[config.mk]
export PLATFORM = sky130hd
export DESIGN_NAME = qfs_scaler
export DESIGN_NICKNAME = d
export VERILOG_FILES = /design/src/rtl/qfs_pkg.sv /design/src/rtl/qfs_ctrl.sv /design/src/rtl/qfs_tables.sv /design/src/rtl/qfs_chan.sv /design/src/rtl/qfs_frac.sv /design/src/rtl/qfs_scaler.sv
export SDC_FILE = /design/constraint.sdc
export NUM_CORES = 2
export LEC_CHECK = 0
export BUFFER_PORTS_ARGS = -buffer_cell sky130_fd_sc_hd__clkbuf_2
export CORE_MARGIN = 2
export CORE_UTILIZATION = 45
export CTS_BUF_LIST = sky130_fd_sc_hd__clkbuf_8
export CTS_CLUSTER_DIAMETER = 100
export CTS_CLUSTER_SIZE = 30
export DETAILED_ROUTE_END_ITERATION = 10
export HOLD_SLACK_MARGIN = 0.08
export PLACE_DENSITY = 0.62
export SYNTH_ARGS = -nofsm -noshare
export SYNTH_HDL_FRONTEND = slang
export SYNTH_HIERARCHICAL = 1
export SYNTH_SLANG_ARGS = --single-unit
[constraint.sdc]
create_clock -name clk -period 4.7 [get_ports clk]
set_input_delay 0.47 -clock clk [delete_from_list [all_inputs] [get_ports clk]]
set_output_delay 0.47 -clock clk [all_outputs]
set_load 0.01 [all_outputs]
[src/rtl/qfs_pkg.sv]
`timescale 1ns/1ps
package qfs_pkg;

   typedef enum logic [1:0] {ST_IDLE, ST_RUN, ST_FIN} qfs_state_e;

   function automatic bit is_prime(int v);
      if (v < 2) return 1'b0;
      for (int d = 2; d * d <= v; d++) begin
         if (v % d == 0) return 1'b0;
      end
      return 1'b1;
   endfunction

   // prime number idx (counting from zero) at or above first
   function automatic int prime_at(int first, int idx);
      int c;
      int n;
      c = first;
      n = 0;
      for (int g = 0; g < 4096; g++) begin
         if (is_prime(c)) begin
            if (n == idx) return c;
            n++;
         end
         c++;
      end
      return 0;
   endfunction

   function automatic int spare_mod(int first);
      return (first == 2) ? 4 : 2;
   endfunction

   // modulus of channel j; channel k is the redundant one
   function automatic int chan_mod(int first, int k, int j);
      return (j < k) ? prime_at(first, j) : spare_mod(first);
   endfunction

   function automatic int max_of(int a, int b);
      return (a > b) ? a : b;
   endfunction

endpackage

[src/rtl/qfs_ctrl.sv]
`timescale 1ns/1ps
module qfs_ctrl
   import qfs_pkg::*;
#(
   parameter int K  = 4,
   parameter int IW = 3
) (
   input  logic          clk,
   input  logic          rst_n,
   input  logic          start,
   output logic          busy,
   output logic          done,
   output logic          clr,
   output logic          step,
   output logic          last,
   output logic          fin,
   output logic [IW-1:0] idx
);

   qfs_state_e st;

   always_ff @(posedge clk or negedge rst_n) begin
      if (!rst_n) begin
         st   <= ST_IDLE;
         idx  <= '0;
         done <= 1'b0;
      end else begin
         done <= 1'b0;
         unique case (st)
            ST_IDLE: begin
               if (start) begin
                  st  <= ST_RUN;
                  idx <= '0;
               end
            end
            ST_RUN: begin
               if (idx == IW'(K)) st <= ST_FIN;
               else               idx <= idx + 1'b1;
            end
            ST_FIN: begin
               st   <= ST_IDLE;
               done <= 1'b1;
            end
            default: st <= ST_IDLE;
         endcase
      end
   end

   assign busy = (st != ST_IDLE);
   assign clr  = (st == ST_IDLE) && start;
   assign step = (st == ST_RUN);
   assign last = step && (idx == IW'(K));
   assign fin  = (st == ST_FIN);

endmodule

[src/rtl/qfs_tables.sv]
`timescale 1ns/1ps
module qfs_tables #(
   parameter int K   = 4,
   parameter int RW  = 4,
   parameter int EW  = 24,
   parameter int IXW = 2,
   parameter int IW  = 3,
   parameter int RCW = 2,
   parameter int AW  = IXW + RW
) (
   input  logic            clk,
   input  logic            we,
   input  logic            sel,
   input  logic [AW-1:0]   waddr,
   input  logic [EW-1:0]   wdata,
   input  logic            capture,
   input  logic [K*RW-1:0] rho_in,
   input  logic [RCW-1:0]  rc_in,
   input  logic [IW-1:0]   idx,
   input  logic            last,
   output logic [EW-1:0]   entry
);

   localparam int D1 = 2 ** AW;
   localparam int D2 = 2 ** RCW;

   logic [EW-1:0]   t_chan [D1];
   logic [EW-1:0]   t_coef [D2];
   logic [K*RW-1:0] rho_l;
   logic [RCW-1:0]  rc_l;
   logic [RW-1:0]   cur_rho;

   always_ff @(posedge clk) begin
      if (we && !sel) t_chan[waddr] <= wdata;
      if (we && sel)  t_coef[waddr[RCW-1:0]] <= wdata;
      if (capture) begin
         rho_l <= rho_in;
         rc_l  <= rc_in;
      end
   end

   always_comb begin
      cur_rho = '0;
      for (int i = 0; i < K; i++) begin
         if (idx == IW'(i)) cur_rho = rho_l[i*RW +: RW];
      end
      if (last) entry = t_coef[rc_l];
      else      entry = t_chan[{idx[IXW-1:0], cur_rho}];
   end

endmodule

[src/rtl/qfs_chan.sv]
`timescale 1ns/1ps
module qfs_chan #(
   parameter int MOD = 3,
   parameter int RW  = 4,
   parameter int QW  = 2
) (
   input  logic          clk,
   input  logic          rst_n,
   input  logic          clr,
   input  logic          step,
   input  logic          sub,
   input  logic          fin,
   input  logic [RW-1:0] term,
   input  logic [QW-1:0] ql,
   output logic [RW-1:0] res
);

   localparam int LW = RW + 1;

   logic [RW-1:0] acc;
   logic [LW-1:0] s_add;
   logic [RW-1:0] nxt_add;
   logic [RW-1:0] nxt_sub;

   always_comb begin
      s_add   = {1'b0, acc} + {1'b0, term};
      nxt_add = (s_add >= LW'(MOD)) ? RW'(s_add - LW'(MOD)) : s_add[RW-1:0];
      if (acc >= term) nxt_sub = acc - term;
      else             nxt_sub = acc + RW'(MOD) - term;
   end

   always_ff @(posedge clk or negedge rst_n) begin
      if (!rst_n) begin
         acc <= '0;
         res <= '0;
      end else begin
         if (clr)       acc <= '0;
         else if (step) acc <= sub ? nxt_sub : nxt_add;
         if (fin) res <= RW'((32'(acc) + 32'(ql)) % 32'(MOD));
      end
   end

endmodule

[src/rtl/qfs_frac.sv]
`timescale 1ns/1ps
module qfs_frac #(
   parameter int WF = 4,
   parameter int WT = 6,
   parameter int NW = 3
) (
   input  logic             clk,
   input  logic             rst_n,
   input  logic             clr,
   input  logic             step,
   input  logic             sub,
   input  logic             fin,
   input  logic [WF-1:0]    frac_in,
   input  logic [NW-1:0]    corr_in,
   output logic [WT-WF-1:0] ql,
   output logic             exact
);

   logic [WT-1:0] acc;
   logic [NW-1:0] corr_l;
   logic          same;

   assign ql = acc[WT-1:WF];

   always_comb begin
      same = ((({1'b0, acc} + (WT+1)'(corr_l)) >> WF) == (WT+1)'(ql));
   end

   always_ff @(posedge clk or negedge rst_n) begin
      if (!rst_n) begin
         acc    <= '0;
         corr_l <= '0;
         exact  <= 1'b0;
      end else begin
         if (clr) begin
            acc    <= '0;
            corr_l <= corr_in;
         end else if (step) begin
            acc <= sub ? acc - WT'(frac_in) : acc + WT'(frac_in);
         end
         if (fin) exact <= same;
      end
   end

endmodule

[src/rtl/qfs_scaler.sv]
`timescale 1ns/1ps
module qfs_scaler
   import qfs_pkg::*;
#(
   parameter  int K           = 4,
   parameter  int FIRST_PRIME = 3,
   parameter  int WF          = 4,
   localparam int PMAX = prime_at(FIRST_PRIME, K - 1),
   localparam int ME   = spare_mod(FIRST_PRIME),
   localparam int RW   = $clog2(max_of(PMAX, ME)),
   localparam int IXW  = $clog2(K),
   localparam int RCW  = IXW,
   localparam int AW   = IXW + RW,
   localparam int WI   = $clog2(K),
   localparam int WT   = WI + WF,
   localparam int NW   = $clog2(K + 1),
   localparam int IW   = $clog2(K + 1),
   localparam int EW   = (K + 1) * RW + WF
) (
   input  logic            clk,
   input  logic            rst_n,
   input  logic            start,
   input  logic [K*RW-1:0] rho,
   input  logic [RCW-1:0]  rc,
   input  logic [NW-1:0]   corr,
   input  logic            tbl_we,
   input  logic            tbl_sel,
   input  logic [AW-1:0]   tbl_waddr,
   input  logic [EW-1:0]   tbl_wdata,
   output logic            busy,
   output logic            done,
   output logic [K*RW-1:0] q_res,
   output logic [RW-1:0]   q_me,
   output logic            exact
);

   if (K < 2) begin : g_bad_k
      $error("qfs_scaler: K must be at least 2");
   end
   if (FIRST_PRIME != 2 && FIRST_PRIME != 3) begin : g_bad_first
      $error("qfs_scaler: FIRST_PRIME must be 2 or 3");
   end
   if (WF < $clog2(K + 1)) begin : g_bad_wf
      $error("qfs_scaler: WF must be at least ceil(lg(K+1))");
   end

   logic          clr, step, last, fin;
   logic [IW-1:0] idx;
   logic [EW-1:0] entry;
   logic [WI-1:0] ql;

   qfs_ctrl #(.K(K), .IW(IW)) u_ctrl (
      .clk(clk), .rst_n(rst_n), .start(start),
      .busy(busy), .done(done), .clr(clr), .step(step),
      .last(last), .fin(fin), .idx(idx)
   );

   qfs_tables #(
      .K(K), .RW(RW), .EW(EW), .IXW(IXW), .IW(IW), .RCW(RCW), .AW(AW)
   ) u_tbl (
      .clk(clk), .we(tbl_we), .sel(tbl_sel), .waddr(tbl_waddr),
      .wdata(tbl_wdata), .capture(clr), .rho_in(rho), .rc_in(rc),
      .idx(idx), .last(last), .entry(entry)
   );

   qfs_frac #(.WF(WF), .WT(WT), .NW(NW)) u_frac (
      .clk(clk), .rst_n(rst_n), .clr(clr), .step(step), .sub(last),
      .fin(fin), .frac_in(entry[EW-1 -: WF]), .corr_in(corr),
      .ql(ql), .exact(exact)
   );

   for (genvar j = 0; j <= K; j++) begin : g_ch
      localparam int MOD = chan_mod(FIRST_PRIME, K, j);
      logic [RW-1:0] r;

      qfs_chan #(.MOD(MOD), .RW(RW), .QW(WI)) u_ch (
         .clk(clk), .rst_n(rst_n), .clr(clr), .step(step), .sub(last),
         .fin(fin), .term(entry[j*RW +: RW]), .ql(ql), .res(r)
      );

      if (j < K) begin : g_base
         assign q_res[j*RW +: RW] = r;
      end else begin : g_spare
         assign q_me = r;
      end
   end

endmodule

==> results.tsv <==
metric	value	unit
max_freq	188	MHz
drt-met1-wl	78900	um
final_util	52.5	%
setup.worst_path.start_class	flip-flop	
holdPathStages	2	
routedWlPerCell	27.7	um
power_frac_comb	62.4	%
relSlewSlack	16.5	%
tightest_slew	1.25	ns
clkSinkCount	1498	
start_util	45.3	%
grt_pass1_wl	281000	um
crit_path_end_kind	flip-flop	
reg2reg_depth	21	
crit_fanout	12	
reg2reg_slack	-0.61	ns
min_from	tbl_wdata[1]	
vias	42089	
dp_hpwl	126000	um
min_to	u_tbl/t_chan[37][1]	
holdCritPathClass	primary input to flip-flop	
place.gp.congestion	0.922	
grt_pass1_vias	39863	
row_count	138	
h-tree-depth	2	
firstDrtPassIters	6	
violations	negative setup slack	
die_area	0.146	mm2
drtIter0Drc	5571	
drv_slew	0	
yosysWarningCount	6	
clockBufferDepth	3	
syn_avg_cell_area	13.9	um2
syn_area	0.0641	mm2
cts_tree	built	
die_w	381	um
hold_ws	0.252	ns
drc	0	
leakagePower	26.0	nW
routed_wl	196000	um
worst-setup-path-type	flip-flop to flip-flop	
coreArea	0.141	mm2
port_buffers	72	
hold_viol	0	
min_period_over_period	113	%
synthToLayoutAreaGrowth	15.8	%
die_h	381	um
r2r-end	g_ch[1].u_ch/acc[2]	
fin_skew	0.0523	ns
top_layer	met5	
setup_viol	20	
drive_gt1_share	22.5	%
io_pins	79	
clkTransAtPathRegs	0.17	ns
clkPwrFrac	9.6	%
ir_worst_vdd	626	uV
powerDensity	739	mW/mm2
cts_root_buffer	clkbuf_8	
rsz0062_at_grt	true	
multiInputGateArea	0.0190	mm2
min_period	5.31	ns
p_switching	22.9	mW
cp.arrival	6.06	ns
wl_met3	18900	um
internal-power	31.9	mW
status	complete, but fails checks	
switching_share	41.8	%
timing.rr.start	u_ctrl/idx[1]	
register_area	0.0447	mm2
clk_latency	0.90	ns
dr_wl_met2	89000	um
viasPerCell	5.95	
place_inst	6875	
critical_path_required	5.45	ns
total_power	54.9	mW
antenna_found_initial	9	
setup_ws	-0.612	ns
grt_usage	26.4	%
fill_cells	11623	
ant_nets	0	
grt_max_degree	69	
maxCapViolations	0	
final_cells	7077	
fin_nets	5320	
p_seq_share	28.1	%
numCtsBuffers	60	
overflow	0	
place_ws	-1.02	ns
syn_inst	4627	
==> power groups by stage <==
stage	clock network [mW]	logic [mW]	registers, mW
6_report	5.25	34.2	15.4
3_5_place_dp	0	29.5	15.7
4_1_cts	5.35	32.9	15.4
2_1_floorplan	0	17.2	15.5
5_1_grt	5.75	36.5	15.4
3_3_place_gp	0	29.1	15.7
==> per-stage QoR <==
stage | cell area, um2 | TNS, ns
6_report | 74200 | -8.48
5_1_grt | 74200 | -11.37
4_1_cts | 73900 | -5.28
3_5_place_dp | 70500 | -14.47
3_3_place_gp | 70500 | -13.57
2_1_floorplan | 64200 | -0.514
==> state kept, by name, indices dropped and copies added, names as in the netlist, named ones only <==
name	cells
u_tbl/t_chan	1344
u_tbl/t_coef	84
g_ch.u_ch/acc	17
g_ch.u_ch/res	17
u_tbl/rho_l	16
u_frac/acc	6
u_ctrl/idx	3
u_frac/corr_l	3
u_ctrl/st	2
u_tbl/rc_l	2
u_ctrl/done	1
u_frac/exact	1
==> worst max-delay path by stage <==
| stage | start | endpoint | slack, ns | cells past startpoint |
|---|---|---|---|---|
| 6_report | u_ctrl/idx[1] | g_ch[1].u_ch/acc[2] | -0.61 | 21 |
| 5_1_grt | u_ctrl/idx[1] | g_ch[1].u_ch/acc[1] | -0.73 | 20 |
| 2_1_floorplan | u_ctrl/idx[1] | g_ch[1].u_ch/acc[1] | -0.29 | 22 |
| 4_1_cts | u_ctrl/idx[1] | g_ch[1].u_ch/acc[1] | -0.48 | 22 |
| 3_5_place_dp | u_ctrl/idx[1] | g_ch[1].u_ch/acc[1] | -1.02 | 20 |
| 3_3_place_gp | u_ctrl/idx[1] | g_ch[1].u_ch/acc[1] | -0.98 | 20 |
==> metal layers <==
layer / vias to the layer above / GRT usage [%]
li1: 18357 / -
met1: 21325 / 37.1
met2: 2079 / 41.1
met3: 324 / 4.41
met4: 4 / 11.0
met5: - / 0
==> placed cells by master, fill, tap and decap left out, types with 48 or more instances in the layout <==
cell,count
a21oi_1,101
a31oi_1,77
buf_12,48
buf_4,546
buf_6,54
clkbuf_2,69
clkbuf_8,61
dfrtp_1,48
edfxtp_1,1446
ha_1,68
inv_1,116
mux2i_1,296
nand2_1,853
nand3_1,315
nor2_1,107
nor2_2,52
==> repair_timing <==
item,in CTS,in global routing
hold endpoints to repair,90,0
resized for setup,271,58
setup endpoints to repair,21,25
pin swaps,76,31
cloned,7,0
buffers inserted,73,12
hold buffers,26,0
==> worst max-delay path, stage by stage (launching register included) <==
cell and delay (ns):
dfrtp_2 0.51, buf_4 0.16, mux2_4 0.35, a22o_4 0.33, buf_12 0.19, buf_4 0.15, a211oi_1 0.29, a211oi_2 0.10
nor4_1 0.37, or3_4 0.28, a41oi_2 0.14, buf_6 0.16, fa_1 0.54, inv_2 0.06, ha_4 0.17, o311a_4 0.31
a2111oi_4 0.33, buf_4 0.18, a31oi_1 0.10, xor2_1 0.16, o2111ai_1 0.19, o31ai_1 0.09
==> layout make-up <==
| class | instances | share of cell area, % |
|---|---|---|
| inverter | 116 | 0.590 |
| timing repair buffer | 764 | 8.95 |
| clock inverter | 25 | 0.305 |
| sequential | 1498 | 60.3 |
| tap | 1890 | 3.19 |
| clock buffer | 61 | 1.13 |
| antenna | 3 | 0.0101 |
| multi-input combinational | 2720 | 25.6 |
Note: power is estimated with default switching activity, not from simulation.
